`config.mk`:
```
export PLATFORM = sky130hd
export DESIGN_NAME = bitslice_alu
export DESIGN_NICKNAME = d
export VERILOG_FILES = /design/src/rtl/alu_pkg.sv /design/src/rtl/alu_ctrl.sv /design/src/rtl/alu_slice.sv /design/src/rtl/alu_msb_slice.sv /design/src/rtl/bitslice_alu.sv
export SDC_FILE = /design/constraint.sdc
export NUM_CORES = 1
export LEC_CHECK = 0
export BUFFER_PORTS_ARGS = -buffer_cell sky130_fd_sc_hd__buf_2
export CORE_ASPECT_RATIO = 0.75
export CORE_MARGIN = 5
export CORE_UTILIZATION = 55
export DETAILED_ROUTE_END_ITERATION = 16
export PLACE_DENSITY_LB_ADDON = 0.25
export SYNTH_ARGS = -nofsm -noshare
export SYNTH_HDL_FRONTEND = slang
export SYNTH_HIERARCHICAL = 1
export SYNTH_SLANG_ARGS = --single-unit
```
`constraint.sdc`:
```
create_clock -name vclk -period 28.2
set_input_delay 2.82 -clock vclk [all_inputs]
set_output_delay 2.82 -clock vclk [all_outputs]
set_load 0.02 [all_outputs]
```
`src/rtl/alu_pkg.sv`:
```
package alu_pkg;

  typedef enum logic [1:0] {
    SEL_AND  = 2'b00,
    SEL_OR   = 2'b01,
    SEL_SUM  = 2'b10,
    SEL_LESS = 2'b11
  } sel_e;

  typedef struct packed {
    logic a_inv;
    logic b_neg;
    sel_e sel;
  } ctrl_t;

  localparam logic [3:0] CODE_AND = 4'b0000;
  localparam logic [3:0] CODE_OR  = 4'b0001;
  localparam logic [3:0] CODE_ADD = 4'b0010;
  localparam logic [3:0] CODE_SUB = 4'b0110;
  localparam logic [3:0] CODE_SLT = 4'b0111;
  localparam logic [3:0] CODE_NOR = 4'b1100;

endpackage

```
`src/rtl/alu_ctrl.sv`:
```
module alu_ctrl
  import alu_pkg::*;
(
  input  logic [3:0] op_code_i,
  output ctrl_t      ctrl_o
);

  always_comb begin
    ctrl_o.a_inv = op_code_i[3];
    ctrl_o.b_neg = op_code_i[2];
    ctrl_o.sel   = sel_e'(op_code_i[1:0]);
  end

endmodule

```
`src/rtl/alu_slice.sv`:
```
module alu_slice
  import alu_pkg::*;
(
  input  logic a_i,
  input  logic b_i,
  input  logic a_inv_i,
  input  logic b_inv_i,
  input  logic carry_i,
  input  logic less_i,
  input  sel_e sel_i,
  output logic res_o,
  output logic carry_o
);

  logic a_s, b_s, p, sum;

  assign a_s     = a_i ^ a_inv_i;
  assign b_s     = b_i ^ b_inv_i;
  assign p       = a_s ^ b_s;
  assign sum     = p ^ carry_i;
  assign carry_o = (a_s & b_s) | (carry_i & p);

  always_comb begin
    unique case (sel_i)
      SEL_AND: res_o = a_s & b_s;
      SEL_OR:  res_o = a_s | b_s;
      SEL_SUM: res_o = sum;
      default: res_o = less_i;
    endcase
  end

endmodule

```
`src/rtl/alu_msb_slice.sv`:
```
module alu_msb_slice
  import alu_pkg::*;
(
  input  logic a_i,
  input  logic b_i,
  input  logic a_inv_i,
  input  logic b_inv_i,
  input  logic carry_i,
  input  logic less_i,
  input  sel_e sel_i,
  output logic res_o,
  output logic set_o,
  output logic ovf_o
);

  logic a_s, b_s, p, sum, carry_out;

  assign a_s       = a_i ^ a_inv_i;
  assign b_s       = b_i ^ b_inv_i;
  assign p         = a_s ^ b_s;
  assign sum       = p ^ carry_i;
  assign carry_out = (a_s & b_s) | (carry_i & p);

  // signed overflow: carry into top bit differs from carry out
  assign ovf_o = carry_i ^ carry_out;
  // true sign of the difference, corrected for wrap
  assign set_o = sum ^ ovf_o;

  always_comb begin
    unique case (sel_i)
      SEL_AND: res_o = a_s & b_s;
      SEL_OR:  res_o = a_s | b_s;
      SEL_SUM: res_o = sum;
      default: res_o = less_i;
    endcase
  end

endmodule

```
`src/rtl/bitslice_alu.sv`:
```
module bitslice_alu
  import alu_pkg::*;
#(
  parameter int WIDTH = 32
) (
  input  logic [WIDTH-1:0] a_i,
  input  logic [WIDTH-1:0] b_i,
  input  logic [3:0]       op_code_i,
  output logic [WIDTH-1:0] result_o,
  output logic             zero_o,
  output logic             overflow_o
);

  localparam int MSB = WIDTH - 1;

  ctrl_t ctrl;
  logic  set;

  alu_ctrl u_ctrl (
    .op_code_i (op_code_i),
    .ctrl_o    (ctrl)
  );

  for (genvar i = 0; i < MSB; i++) begin : g_slice
    logic c_in;
    logic c_out;
    logic less;

    if (i == 0) begin : g_first
      assign c_in = ctrl.b_neg;
      assign less = set;
    end else begin : g_rest
      assign c_in = g_slice[i-1].c_out;
      assign less = 1'b0;
    end

    alu_slice u_slice (
      .a_i     (a_i[i]),
      .b_i     (b_i[i]),
      .a_inv_i (ctrl.a_inv),
      .b_inv_i (ctrl.b_neg),
      .carry_i (c_in),
      .less_i  (less),
      .sel_i   (ctrl.sel),
      .res_o   (result_o[i]),
      .carry_o (c_out)
    );
  end

  alu_msb_slice u_msb (
    .a_i     (a_i[MSB]),
    .b_i     (b_i[MSB]),
    .a_inv_i (ctrl.a_inv),
    .b_inv_i (ctrl.b_neg),
    .carry_i (g_slice[MSB-1].c_out),
    .less_i  (1'b0),
    .sel_i   (ctrl.sel),
    .res_o   (result_o[MSB]),
    .set_o   (set),
    .ovf_o   (overflow_o)
  );

  assign zero_o = ~|result_o;

endmodule

```
# Word level (Yosys, flattened, before mapping)
# Cells that the tools add are included.
classes:
  eq_ne: 2
  mux: 32
  n_bitwise: 258
  n_reduce_logical: 3
op_table:
  columns: ["op", "n"]
  rows:
  - ["1-bit XOR", 130]
  - ["1-bit case mux with 3 select lines", 32]
  - ["1-bit AND", 64]
  - ["1-bit OR", 64]
  - ["32-bit OR reduction", 1]
  - ["2-bit by 1-bit equality test with 1-bit output, second input constant", 1]
  - ["2-bit equality test, second input constant", 1]
  - ["2-bit logical NOT", 1]
  - ["1-bit logical NOT", 1]
totals:
  register_bits: 0
  inputBits: 68
  output_inout_bits: 34
  elab_cells: 295

# Longest topological paths before layout
# Gate-level depths: netlist of run 1.
depth:
  ltp_word: 71
  mapped_depth: 41
  ltp_nobuf: 40

# By module
# The synthesis of run 1 kept the hierarchy.
modules_own_cells:
  columns: ["module", "n_inst", "cells_each", "area_per_inst_um2", "seq_area_each_um2"]
  rows:
  - ["alu_slice", 31, 9, 96.3, 0.0]
  - ["alu_msb_slice", 1, 13, 132.6, 0.0]
  - ["bitslice_alu", 1, 12, 76.3, 0.0]
  - ["alu_ctrl", 1, 4, 30.0, 0.0]

# Worst setup path before layout of run 1
# OpenSTA, ideal clock, no wires.
synth_timing:
  path_kind: "input -> output"
  from: "input port op_code_i[3]"
  to: "output port zero_o"
  t_arrival_ps: 18946
  t_required_ps: 25380
  path_slack_ps: 6434
  cell_stages: 41
  n_path_buf: 1
  path_cell_list: "buf_4 xnor2_1 inv_1 fa_1 fa_1 fa_1 fa_1 fa_1 fa_1 fa_1 fa_1 fa_1 fa_1 fa_1 fa_1 fa_1 fa_1 fa_1 [5 not listed] fa_1 fa_1 fa_1 fa_1 fa_1 fa_1 fa_1 fa_1 fa_1 fa_1 fa_1 inv_1 fa_1 inv_1 mux4_2 nor4_1 nand4_1 nor2_1"
synth_via:
  word_cells_on_any_way: 260
  cone_classes: "32 x mux; 226 x bitwise; 2 x reduce/logical"
synth_lines:
  columns: ["item", "line_no", "source"]
  rows:
  - ["start, declared", "bitslice_alu.sv:8", "input logic [3:0] op_code_i,"]
  - ["1-bit XOR (*)", "alu_slice.sv:17", "assign a_s = a_i ^ a_inv_i;"]
  - ["1-bit XOR", "alu_slice.sv:19", "assign p = a_s ^ b_s;"]
  - ["1-bit AND", "alu_slice.sv:21", "assign carry_o = (a_s & b_s) | (carry_i & p);"]
  - ["1-bit OR (*)", "alu_slice.sv:21", null]
  - ["via g_slice[0].c_out", "bitslice_alu.sv:26", "logic c_out;"]
  - ["1-bit AND (*)", "alu_slice.sv:21", null]
  - ["1-bit OR (*)", "alu_slice.sv:21", null]
  - ["via g_slice[1].c_out", "bitslice_alu.sv:26", null]
  - ["[2 not listed]", null, null]
  - ["via g_slice[2].c_out", "bitslice_alu.sv:26", null]
  - ["[2 not listed]", null, null]
  - ["via g_slice[3].c_out", "bitslice_alu.sv:26", null]
  - ["[2 not listed]", null, null]
  - ["via g_slice[4].c_out", "bitslice_alu.sv:26", null]
  - ["[2 not listed]", null, null]
  - ["via g_slice[5].c_out", "bitslice_alu.sv:26", null]
  - ["[2 not listed]", null, null]
  - ["via g_slice[6].c_out", "bitslice_alu.sv:26", null]
  - ["[2 not listed]", null, null]
  - ["via g_slice[7].c_out", "bitslice_alu.sv:26", null]
  - ["[2 not listed]", null, null]
  - ["via g_slice[8].c_out", "bitslice_alu.sv:26", null]
  - ["[2 not listed]", null, null]
  - ["via g_slice[10].c_in", "bitslice_alu.sv:25", "logic c_in;"]
  - ["[2 not listed]", null, null]
  - ["via g_slice[10].c_out", "bitslice_alu.sv:26", null]
  - ["[2 not listed]", null, null]
  - ["via g_slice[11].c_out", "bitslice_alu.sv:26", null]
  - ["[2 not listed]", null, null]
  - ["via g_slice[12].c_out", "bitslice_alu.sv:26", null]
  - ["[2 not listed]", null, null]
  - ["via g_slice[13].c_out", "bitslice_alu.sv:26", null]
  - ["[2 not listed]", null, null]
  - ["via g_slice[14].c_out", "bitslice_alu.sv:26", null]
  - ["[2 not listed]", null, null]
  - ["via g_slice[15].c_out", "bitslice_alu.sv:26", null]
  - ["[2 not listed]", null, null]
  - ["via g_slice[16].c_out", "bitslice_alu.sv:26", null]
  - ["[2 not listed]", null, null]
  - ["via g_slice[17].c_out", "bitslice_alu.sv:26", null]
  - ["[2 not listed]", null, null]
  - ["via g_slice[18].c_out", "bitslice_alu.sv:26", null]
  - ["[2 not listed]", null, null]
  - ["via g_slice[19].c_out", "bitslice_alu.sv:26", null]
  - ["[2 not listed]", null, null]
  - ["via g_slice[20].c_out", "bitslice_alu.sv:26", null]
  - ["[2 not listed]", null, null]
  - ["via g_slice[21].c_out", "bitslice_alu.sv:26", null]
  - ["[2 not listed]", null, null]
  - ["via g_slice[22].c_out", "bitslice_alu.sv:26", null]
  - ["[2 not listed]", null, null]
  - ["via g_slice[23].c_out", "bitslice_alu.sv:26", null]
  - ["[2 not listed]", null, null]
  - ["via g_slice[24].c_out", "bitslice_alu.sv:26", null]
  - ["[2 not listed]", null, null]
  - ["via g_slice[25].c_out", "bitslice_alu.sv:26", null]
  - ["[2 not listed]", null, null]
  - ["via g_slice[26].c_out", "bitslice_alu.sv:26", null]
  - ["[2 not listed]", null, null]
  - ["via g_slice[27].c_out", "bitslice_alu.sv:26", null]
  - ["[2 not listed]", null, null]
  - ["via g_slice[28].c_out", "bitslice_alu.sv:26", null]
  - ["[2 not listed]", null, null]
  - ["via g_slice[29].c_out", "bitslice_alu.sv:26", null]
  - ["1-bit AND (*)", "alu_slice.sv:21", null]
  - ["1-bit OR (*)", "alu_slice.sv:21", null]
  - ["via g_slice[30].c_out", "bitslice_alu.sv:26", null]
  - ["1-bit XOR (*)", "alu_msb_slice.sv:21", "assign sum = p ^ carry_i;"]
  - ["1-bit case mux with 3 select lines (*)", "alu_msb_slice.sv:30", "unique case (sel_i)"]
  - ["via result_o[31]", "bitslice_alu.sv:9", "output logic [WIDTH-1:0] result_o,"]
  - ["32-bit OR reduction (*)", "bitslice_alu.sv:63", "assign zero_o = ~|result_o;"]
  - ["1-bit logical NOT (*)", "bitslice_alu.sv:63", null]
  - ["end, declared", "bitslice_alu.sv:10", "output logic zero_o,"]
# The timed path passes the listed nets; every way through them passes the cells marked *.

# Worst setup path in the final report of run 1
layout_timing:
  from: "input port op_code_i[3]"
  to: "output port zero_o"
layout_via:
  elab_chain_cells: 71
  word_cells_on_any_way: 260
  cone_classes: "32 x mux; 226 x bitwise; 2 x reduce/logical"
layout_rtl:
  columns: ["item", "line_no", "source"]
  rows:
  - ["1-bit XOR (*)", "alu_slice.sv:17", null]
  - ["1-bit XOR", "alu_slice.sv:19", null]
  - ["1-bit AND", "alu_slice.sv:21", null]
  - ["1-bit OR (*)", "alu_slice.sv:21", null]
  - ["via g_slice[0].c_out", "bitslice_alu.sv:26", null]
  - ["1-bit AND (*)", "alu_slice.sv:21", null]
  - ["1-bit OR (*)", "alu_slice.sv:21", null]
  - ["via g_slice[1].c_out", "bitslice_alu.sv:26", null]
  - ["[2 not listed]", null, null]
  - ["via g_slice[2].c_out", "bitslice_alu.sv:26", null]
  - ["[2 not listed]", null, null]
  - ["via g_slice[3].c_out", "bitslice_alu.sv:26", null]
  - ["[2 not listed]", null, null]
  - ["via g_slice[4].c_out", "bitslice_alu.sv:26", null]
  - ["[2 not listed]", null, null]
  - ["via g_slice[5].c_out", "bitslice_alu.sv:26", null]
  - ["[2 not listed]", null, null]
  - ["via g_slice[6].c_out", "bitslice_alu.sv:26", null]
  - ["[2 not listed]", null, null]
  - ["via g_slice[7].c_out", "bitslice_alu.sv:26", null]
  - ["[2 not listed]", null, null]
  - ["via g_slice[8].c_out", "bitslice_alu.sv:26", null]
  - ["[2 not listed]", null, null]
  - ["via g_slice[10].c_in", "bitslice_alu.sv:25", null]
  - ["[2 not listed]", null, null]
  - ["via g_slice[10].c_out", "bitslice_alu.sv:26", null]
  - ["[2 not listed]", null, null]
  - ["via g_slice[11].c_out", "bitslice_alu.sv:26", null]
  - ["[2 not listed]", null, null]
  - ["via g_slice[12].c_out", "bitslice_alu.sv:26", null]
  - ["[2 not listed]", null, null]
  - ["via g_slice[13].c_out", "bitslice_alu.sv:26", null]
  - ["[2 not listed]", null, null]
  - ["via g_slice[14].c_out", "bitslice_alu.sv:26", null]
  - ["[2 not listed]", null, null]
  - ["via g_slice[15].c_out", "bitslice_alu.sv:26", null]
  - ["[2 not listed]", null, null]
  - ["via g_slice[16].c_out", "bitslice_alu.sv:26", null]
  - ["[2 not listed]", null, null]
  - ["via g_slice[17].c_out", "bitslice_alu.sv:26", null]
  - ["[2 not listed]", null, null]
  - ["via g_slice[18].c_out", "bitslice_alu.sv:26", null]
  - ["[2 not listed]", null, null]
  - ["via g_slice[19].c_out", "bitslice_alu.sv:26", null]
  - ["[2 not listed]", null, null]
  - ["via g_slice[20].c_out", "bitslice_alu.sv:26", null]
  - ["[2 not listed]", null, null]
  - ["via g_slice[21].c_out", "bitslice_alu.sv:26", null]
  - ["[2 not listed]", null, null]
  - ["via g_slice[22].c_out", "bitslice_alu.sv:26", null]
  - ["[2 not listed]", null, null]
  - ["via g_slice[23].c_out", "bitslice_alu.sv:26", null]
  - ["[2 not listed]", null, null]
  - ["via g_slice[24].c_out", "bitslice_alu.sv:26", null]
  - ["[2 not listed]", null, null]
  - ["via g_slice[25].c_out", "bitslice_alu.sv:26", null]
  - ["[2 not listed]", null, null]
  - ["via g_slice[26].c_out", "bitslice_alu.sv:26", null]
  - ["[2 not listed]", null, null]
  - ["via g_slice[27].c_out", "bitslice_alu.sv:26", null]
  - ["[2 not listed]", null, null]
  - ["via g_slice[28].c_out", "bitslice_alu.sv:26", null]
  - ["[2 not listed]", null, null]
  - ["via g_slice[29].c_out", "bitslice_alu.sv:26", null]
  - ["[2 not listed]", null, null]
  - ["via g_slice[30].c_out", "bitslice_alu.sv:26", null]
  - ["1-bit AND", "alu_msb_slice.sv:22", "assign carry_out = (a_s & b_s) | (carry_i & p);"]
  - ["1-bit OR", "alu_msb_slice.sv:22", null]
  - ["1-bit XOR", "alu_msb_slice.sv:25", "assign ovf_o = carry_i ^ carry_out;"]
  - ["1-bit XOR", "alu_msb_slice.sv:27", "assign set_o = sum ^ ovf_o;"]
  - ["1-bit case mux with 3 select lines", "alu_slice.sv:24", "unique case (sel_i)"]
  - ["32-bit OR reduction (*)", "bitslice_alu.sv:63", null]
  - ["1-bit logical NOT (*)", "bitslice_alu.sv:63", null]
# Marked as above.

==> flow_metrics.py, run 1 <==
metrics = {
    "hold_path": {
        "min_from": "a_i[30]",
        "min_path_cells": 6,
        "hp-class": "primary input to output port",
        "hold_path_end": "overflow_o",
    },
    "detailed_routing": {
        "drc": 0,
        "drt_wl_total_mm": 7.04,
        "vias_per_cell": 4.66,
        "ant_nets": 0,
        "wl_per_cell_um": 13.6,
        "vias": 2404,
        "dr.first_iter.drc_count": 131,
        "first_pass_iters": 4,
    },
    "power_and_ir_drop": {
        "power_per_cell_area_mw_per_mm2": 27.5,
        "leakage_nw": 2.11,
        "peakVddDrop_mv": 0.0190,
    },
    "layout": {
        "drive_gt1_frac": 0.313,
        "antenna_cells": 0,
        "fin_cells": 516,
        "seq_area_um2": 0,
        "clockBufferCount": 0,
        "final_common_cell": "buf_2",
        "seq_cells": 0,
        "area_delta_synth_final_pct": 21.9,
        "final_cell_mix": "buf_2 (102), inv_1 (98), ha_1 (64), xnor2_1 (33), fa_1 (33)",
        "fin_nets": 605,
    },
    "setup_path": {
        "critPathMaxStageDelay_ns": 0.48,
        "required_ns": 25.38,
        "critPathLaunchType": "primary input",
        "critPathSlowestCell": "fa_1",
        "cp.arrival_ns": 19.52,
        "path_class": "primary input to output port",
        "crit_path_frequent_cell": "fa_1",
        "cp_max_fo": 32,
        "endpoint_kind": "output port",
    },
    "global_routing": {
        "grt_use_total": 0.190,
        "grt_overflow": 0,
        "grt_max_degree": 34,
        "grt_pass1_vias": 2724,
        "antenna_found_initial": 0,
        "grt_pass1_wl_mm": 12.1,
    },
    "synthesis": {
        "synth_cell_types": 12,
        "avgSynthCellArea_um2": 10.5,
        "synth-seq-area-share": 0,
        "syn-instance-count": 308,
        "synthesis.area_mm2": 0.00323,
        "yosysWarnings": 6,
    },
    "timing": {
        "max_slew_margin": 0.352,
        "maxSlewViolCount": 0,
        "fmax_mhz": 44.8,
        "setup_viol": 0,
        "tightest_slew_ns": 0.972,
        "post-route-period-util": 0.792,
        "hold_viol_final": 0,
        "rsz0062_at_grt": "false",
        "setup_tns_ns": 0,
        "min_period_ns": 22.34,
    },
    "floorplan": {
        "row_count": 24,
        "die_x_um": 98.4,
        "core_mm2": 0.00577,
        "die_area_mm2": 0.00751,
        "initial_core_util": 0.559,
        "die_y_um": 76.3,
        "io_pins": 102,
    },
    "placement": {
        "dpl.hpwl_mm": 6.14,
        "dp_cells": 516,
        "port_buffers": 102,
        "routabilityCongestion": 0.765,
    },
    "run": {
        "maxCapViolCount": 0,
    },
    "cts": {
        "cts-resized-gates": 0,
        "postCtsHoldBufs": 0,
        "post_cts_buffers": 0,
    },
    "run_status": {
        "outcome": "finished clean",
    },
}
[logic make-up after synthesis]
group                    share of synthesized area
XOR/XNOR                                     0.176
adder cells (fa/ha/maj)                      0.453
buffers and inverters                        0.123
multiplexers                                 0.223
other                                      0.00116
AND/OR/NAND/NOR                             0.0225
[area by class of cell]
type / instances / area [um2]
timing repair buffer: 104 / 526
inverter: 98 / 368
multi-input combinational: 236 / 2940
tap: 78 / 97.6
fill: 491 / 1830
[metrics by stage]
stage / instance area, um2 / utilization / worst slack, ns / hold slack (ns) / power, mW
3_5_place_dp: 3930 / 0.682 / 5.71 / 6.33 / 0.109
3_3_place_gp: 3930 / 0.682 / 5.92 / 6.32 / 0.105
4_1_cts: 3930 / 0.682 / 5.68 / 6.34 / 0.110
5_1_grt: 3930 / 0.682 / 5.02 / 6.38 / 0.121
6_report: 3930 / 0.682 / 5.86 / 6.33 / 0.108
2_1_floorplan: 3340 / - / 6.43 / 6.13 / 0.0770
[synth_stat cells]
master,number,area [um2]
inv_1,98,368
ha_1,64,801
fa_1,33,661
xnor2_1,33,289
mux4_2,32,721
xor2_1,32,280
nor4_1,7,43.8
buf_4,4,30.0
nand4_1,2,12.5
conb_1,1,3.75
nor2_1,1,3.75
nor4_2,1,12.5
[worst max path at each step]
stage,from,end,slack [ns],cells past startpoint
6_report,op_code_i[3],zero_o,5.86,43
5_1_grt,op_code_i[3],zero_o,5.02,43
4_1_cts,op_code_i[3],zero_o,5.68,43
3_5_place_dp,op_code_i[3],zero_o,5.71,43
3_3_place_gp,op_code_i[3],zero_o,5.92,43
2_1_floorplan,op_code_i[3],zero_o,6.43,41
[worst max-delay path: cells and delay by family]
family	cells	cell delay, ns
buffers and inverters	6	0.97
adder cells (fa/ha/maj)	32	14.51
XOR/XNOR	1	0.21
multiplexers	1	0.45
AND/OR/NAND/NOR	3	0.55
[layer usage]
metal	share of wire	routed length [um]	track usage	vias to the layer above
met5	0	0	0	-
met4	0.0041	29	0.0109	0
met3	0.058	408	0.0265	4
met2	0.53	3710	0.348	55
met1	0.41	2900	0.249	1177
li1	-	-	-	1168
[where the power goes]
part	internal, mW	leakage (nW)	switching, mW
registers	0	0	0
logic	0.0471	2.11	0.0609
clock network	0	0	0
total	0.0471	2.11	0.0609
(Power assumes the default switching activity.)
==> inputs of run 2 (changes only) <==
--- a/config.mk
+++ b/config.mk
@@ -5,10 +5,11 @@
 export SDC_FILE = /design/constraint.sdc
 export NUM_CORES = 1
 export LEC_CHECK = 0
+export ABC_AREA = 1
 export BUFFER_PORTS_ARGS = -buffer_cell sky130_fd_sc_hd__buf_2
 export CORE_ASPECT_RATIO = 0.75
 export CORE_MARGIN = 5
-export CORE_UTILIZATION = 55
+export CORE_UTILIZATION = 52
 export DETAILED_ROUTE_END_ITERATION = 16
 export PLACE_DENSITY_LB_ADDON = 0.25
 export SYNTH_ARGS = -nofsm -noshare
==> constraint.sdc (replaced) <==
create_clock -name vclk -period 20.1
set_input_delay 2.01 -clock vclk [all_inputs]
set_output_delay 2.01 -clock vclk [all_outputs]
set_load 0.02 [all_outputs]
==> run 2 against run 1 <==
- largest power group unchanged
- synthesized cell count is 110% higher
- critical path type unchanged
- core utilization decreased by 3.8 points
- via count increased by 55%
==> flow_metrics.py, run 2 <==
metrics = {
    "synthesis": {
        "synthesis.area_mm2": 0.00394,
        "yosysMostFrequentCell": "inv_1",
        "synth_top_cell_by_area": "inv_1",
        "yosys-mux-area-fraction": 0,
        "ys_top_cells_by_area": "inv_1 (21%), ha_1 (20%), fa_1 (17%)",
        "syn-instance-count": 646,
        "avgSynthCellArea_um2": 6.10,
        "synth_top_family_by_area": "adder cells",
        "synth-compound-area-share": 0,
        "synthXorXnorAreaFrac": 0.144,
        "synth-seq-area-share": 0,
        "synth_cell_types": 10,
        "yosysWarnings": 6,
        "synth-simple-area-share": 0.263,
        "synthAdderAreaFrac": 0.371,
        "yosysTopAreaCellShare": 0.213,
        "ys_top_cells_by_count": "inv_1 (224), nand2_1 (170), ha_1 (64), nand3_1 (64)",
    },
    "detailed_routing": {
        "vias": 3718,
        "vias_per_cell": 4.22,
        "drt_wl_total_mm": 8.98,
        "wl_per_cell_um": 10.2,
        "ant_nets": 0,
        "dr.first_iter.drc_count": 194,
        "first_pass_iters": 4,
        "drc": 0,
    },
    "timing": {
        "fmax_mhz": 51.6,
        "post-route-period-util": 0.964,
        "min_period_ns": 19.38,
        "setup_viol": 0,
        "maxSlewViolCount": 0,
        "rsz0062_at_grt": "false",
        "max_slew_margin": 0.220,
        "tightest_slew_ns": 1.17,
        "setup_tns_ns": 0,
        "hold_viol_final": 0,
    },
    "layout": {
        "drive_gt1_frac": 0.155,
        "final_common_cell": "inv_1",
        "final_core_util": 0.644,
        "seq_cells": 0,
        "fin_nets": 947,
        "clockBufferCount": 0,
        "antenna_cells": 0,
        "area_delta_synth_final_pct": 20.3,
        "seq_area_um2": 0,
        "fin_cells": 881,
        "fillers": 713,
        "design_area_mm2": 0.00474,
        "final_cell_mix": "inv_1 (223), nand2_1 (170), buf_2 (101), nand3_1 (64), ha_1 (64)",
    },
    "setup_path": {
        "endpoint_kind": "output port",
        "critPathSlowestCell": "fa_1",
        "crit_path_frequent_cell": "fa_1",
        "critPathLaunchType": "primary input",
        "required_ns": 18.09,
        "cp.arrival_ns": 17.37,
        "cp_max_fo": 2,
        "crit_start": "op_code_i[2]",
        "path_class": "primary input to output port",
        "critPathMaxStageDelay_ns": 0.47,
    },
    "hold_path": {
        "hp-class": "primary input to output port",
        "min_from": "b_i[31]",
    },
    "placement": {
        "dpl_cell_area_mm2": 0.00471,
        "dp_cells": 881,
        "port_buffers": 102,
        "routabilityCongestion": 0.811,
        "dpl.hpwl_mm": 7.47,
    },
    "global_routing": {
        "antenna_found_initial": 0,
        "grt_overflow": 0,
        "grt_max_degree": 97,
        "grt_pass1_vias": 3558,
        "grt_pass1_wl_mm": 15.4,
        "grt_use_total": 0.189,
    },
    "power_and_ir_drop": {
        "power_per_cell_area_mw_per_mm2": 33.9,
        "peakVddDrop_mv": 0.0186,
        "leakage_nw": 3.01,
        "finalPower_mw": 0.161,
    },
    "floorplan": {
        "die_area_mm2": 0.00944,
        "core_mm2": 0.00736,
        "die_x_um": 111,
        "row_count": 27,
        "io_pins": 102,
        "die_y_um": 85.4,
        "initial_core_util": 0.535,
    },
    "cts": {
        "postCtsHoldBufs": 0,
    },
    "run": {
        "maxCapViolCount": 0,
    },
    "run_status": {
        "outcome": "finished clean",
    },
}
run 2: changes by cell type in the layout (fill, tap and decap cells not counted), moves of 5 or more:
cell and delta:
inv_1 +125, fa_1 -11, mux4_2 -32, buf_4 +5
nand3_1 +64, fa_2 +11, nand2_1 +170, nor2_1 +20
nor4_1 -7
run 2: worst max-delay path, delay by kind of cell:
| family | cells | cell delay [ns] |
|---|---|---|
| adders and majority gates | 32 | 14.14 |
| and+or+nand+nor | 8 | 0.53 |
| buffers and inverters | 4 | 0.50 |
| xor gates and xnor gates | 1 | 0.18 |
run 2: where the power goes:
part | total, mW | internal, mW | switching (mW) | leakage (nW)
Combinational | 0.161 | 0.0620 | 0.0988 | 3.01
Sequential | 0 | 0 | 0 | 0
Clock | 0 | 0 | 0 | 0
Total | 0.161 | 0.0620 | 0.0988 | 3.01
run 2: path summary, 6_finish.rpt:
kind / to / slack, ns / cells past startpoint
max: zero_o / 0.72 / 45
min: overflow_o / 4.69 / 6
run 2: logic make-up after synthesis:
kind of cell,Yosys count
other,1
buffers and inverters,228
and+or+nand+nor,255
xor gates and xnor gates,65
adders and majority gates,97
run 2: final cells by class:
cell class | instances | area [um2] | share of cell area
multi-input cells | 448 | 3220 | 0.679
repair buffers | 108 | 558 | 0.118
well taps | 101 | 126 | 0.0266
inverters | 224 | 841 | 0.177
run 2: metrics by stage:
stage / hold slack, ns / setup slack (ns)
after global placement: 4.68 / 0.0775
after global routing: 4.74 / 0.0339
after floorplan: 4.50 / 0.247
after CTS: 4.69 / 0.0103
final: 4.69 / 0.715
after detailed placement: 4.69 / -0.156
run 2: layer usage:
layer,vias to the layer above,track usage,wire (um)
li1,2015,-,-
met1,1615,0.258,4170
met2,80,0.338,4280
met3,8,0.0143,453
met4,0,0.0213,81
met5,-,0,0
run 2: repair_timing:
action / 4_1_cts / 5_1_grt
setup endpoints to repair: 1 / 3
buffers inserted: 0 / 0
gates resized for setup: 3 / 11
==> inputs of run 3 (changes only) <==
--- a/config.mk
+++ b/config.mk
@@ -6,12 +6,14 @@
 export NUM_CORES = 1
 export LEC_CHECK = 0
 export ABC_AREA = 1
+export ABC_CLOCK_PERIOD_IN_PS = 20100
 export BUFFER_PORTS_ARGS = -buffer_cell sky130_fd_sc_hd__buf_2
 export CORE_ASPECT_RATIO = 0.75
 export CORE_MARGIN = 5
 export CORE_UTILIZATION = 52
 export DETAILED_ROUTE_END_ITERATION = 16
 export PLACE_DENSITY_LB_ADDON = 0.25
+export SLEW_MARGIN = 0
 export SYNTH_ARGS = -nofsm -noshare
 export SYNTH_HDL_FRONTEND = slang
 export SYNTH_HIERARCHICAL = 1
==> constraint.sdc (replaced) <==
create_clock -name vclk -period 20.1
set_input_delay 1.005 -clock vclk [all_inputs]
set_output_delay 1.005 -clock vclk [all_outputs]
set_load 0.02 [all_outputs]
==> run 3 against run 2 <==
- core utilization fell by 0.82 points
- routed wire length fell by 4.0%
- power fell by 2.4%
- critical path depth fell by 1
- combinational power fell by 2%
- clock-buffer cell count did not move
- non-clock buffer count fell by 3
- die area did not move
- maximum frequency rose by 6.8%
- highest routed layer is now met5
- setup slack improved by 1.2 ns
- flip-flop and latch count did not move
==> flow_metrics.py, run 3 (synthesis gave the netlist of run 2 again) <==
metrics = {
    "run_status": {
        "outcome": "finished clean",
    },
    "setup_path": {
        "critPathSlowestCell": "fa_1",
        "critPathMaxStageDelay_ns": 0.51,
        "endpoint_kind": "output port",
        "path_class": "primary input to output port",
        "cp_max_fo": 32,
        "cp.arrival_ns": 17.14,
        "required_ns": 19.09,
        "critPathLaunchType": "primary input",
        "crit_path_frequent_cell": "fa_1",
    },
    "global_routing": {
        "grt_pass1_wl_mm": 15.2,
        "met2_usage": 0.329,
        "grt_pass1_vias": 3544,
        "met3_usage": 0.0335,
        "grt_use_total": 0.183,
        "grt_busiest_layer": "met2",
        "grt_max_degree": 97,
        "grt_overflow": 0,
        "antenna_found_initial": 1,
        "met1_usage": 0.241,
    },
    "timing": {
        "setup_tns_ns": 0,
        "maxSlewViolCount": 0,
        "min_period_ns": 18.15,
        "rsz0062_at_grt": "false",
        "tightest_slew_ns": 1.16,
        "timing.hold.ws_ns": 2.69,
        "post-route-period-util": 0.903,
        "max_slew_margin": 0.226,
        "setup_viol": 0,
        "fmax_mhz": 55.1,
        "hold_viol_final": 0,
    },
    "cts": {
        "postCtsHoldBufs": 0,
        "post_cts_buffers": 0,
        "cts-resized-gates": 0,
    },
    "detailed_routing": {
        "dr.first_iter.drc_count": 127,
        "vias_per_cell": 4.17,
        "first_pass_iters": 4,
        "vias": 3663,
        "ant_nets": 0,
        "wl_per_cell_um": 9.82,
        "drc": 0,
        "drt_wl_total_mm": 8.62,
    },
    "power_and_ir_drop": {
        "leakage_nw": 3.00,
        "power_per_cell_area_mw_per_mm2": 33.5,
        "finalPower_mw": 0.157,
        "peakVddDrop_mv": 0.0229,
    },
    "layout": {
        "antenna_cells": 0,
        "multi_input_area_mm2": 0.00318,
        "area_delta_synth_final_pct": 18.8,
        "fillers": 728,
        "design_area_mm2": 0.00468,
        "drive_gt1_frac": 0.135,
        "fin_nets": 944,
        "final_common_cell": "inv_1",
        "seq_area_um2": 0,
        "clockBufferCount": 0,
        "seq_cells": 0,
        "final_cell_mix": "inv_1 (224), nand2_1 (170), buf_2 (102), nand3_1 (64), ha_1 (64)",
    },
    "placement": {
        "dpl.hpwl_mm": 7.15,
        "routabilityCongestion": 0.811,
        "port_buffers": 102,
        "dpl_cell_area_mm2": 0.00468,
    },
    "hold_path": {
        "hp-class": "primary input to output port",
    },
    "floorplan": {
        "core_mm2": 0.00736,
        "io_pins": 102,
        "initial_core_util": 0.535,
        "die_area_mm2": 0.00944,
        "die_x_um": 111,
        "row_count": 27,
        "die_y_um": 85.4,
    },
    "run": {
        "maxCapViolCount": 0,
    },
}
[run 3: changes by cell type in the layout (fill, tap and decap cells not counted), sizes merged]
| cell | change |
|---|---|
| buf | -3 |
[run 3: where the power goes]
part	total [mW]	internal [mW]	switching, mW
logic	0.157	0.0599	0.0970
clock network	0	0	0
registers	0	0	0
total	0.157	0.0599	0.0970
[run 3: worst max-delay path: cells and delay by family]
family / cells / cell delay [ns]
adder cells (fa/ha/maj): 32 / 14.91
AND/OR/NAND/NOR: 8 / 0.54
buffers and inverters: 4 / 0.71
[run 3: worst paths after layout]
check / from / to / slack (ns) / cells past startpoint
setup / recovery: op_code_i[2] / zero_o / 1.95 / 44
hold / removal: b_i[18] / result_o[18] / 2.69 / 7
[run 3: stage by stage]
step / util / worst slack, ns / instances
final: 0.636 / 1.95 / 878
after global routing: 0.636 / 1.17 / 878
after CTS: 0.636 / 1.79 / 878
after detailed placement: 0.636 / 1.81 / 878
after global placement: 0.636 / 1.96 / 878
after floorplan: - / 2.26 / 676
[run 3: layout make-up]
| type | instances | area share |
|---|---|---|
| inverters | 224 | 0.179 |
| repair buffers | 105 | 0.114 |
| well taps | 101 | 0.0270 |
| multi-input cells | 448 | 0.680 |
[run 3: layer usage]
| layer | wire [um] | share of wire |
|---|---|---|
| met2 | 3920 | 0.45 |
| met5 | 20 | 0.0023 |
| met4 | 66 | 0.0077 |
| met1 | 4020 | 0.47 |
| met3 | 595 | 0.069 |
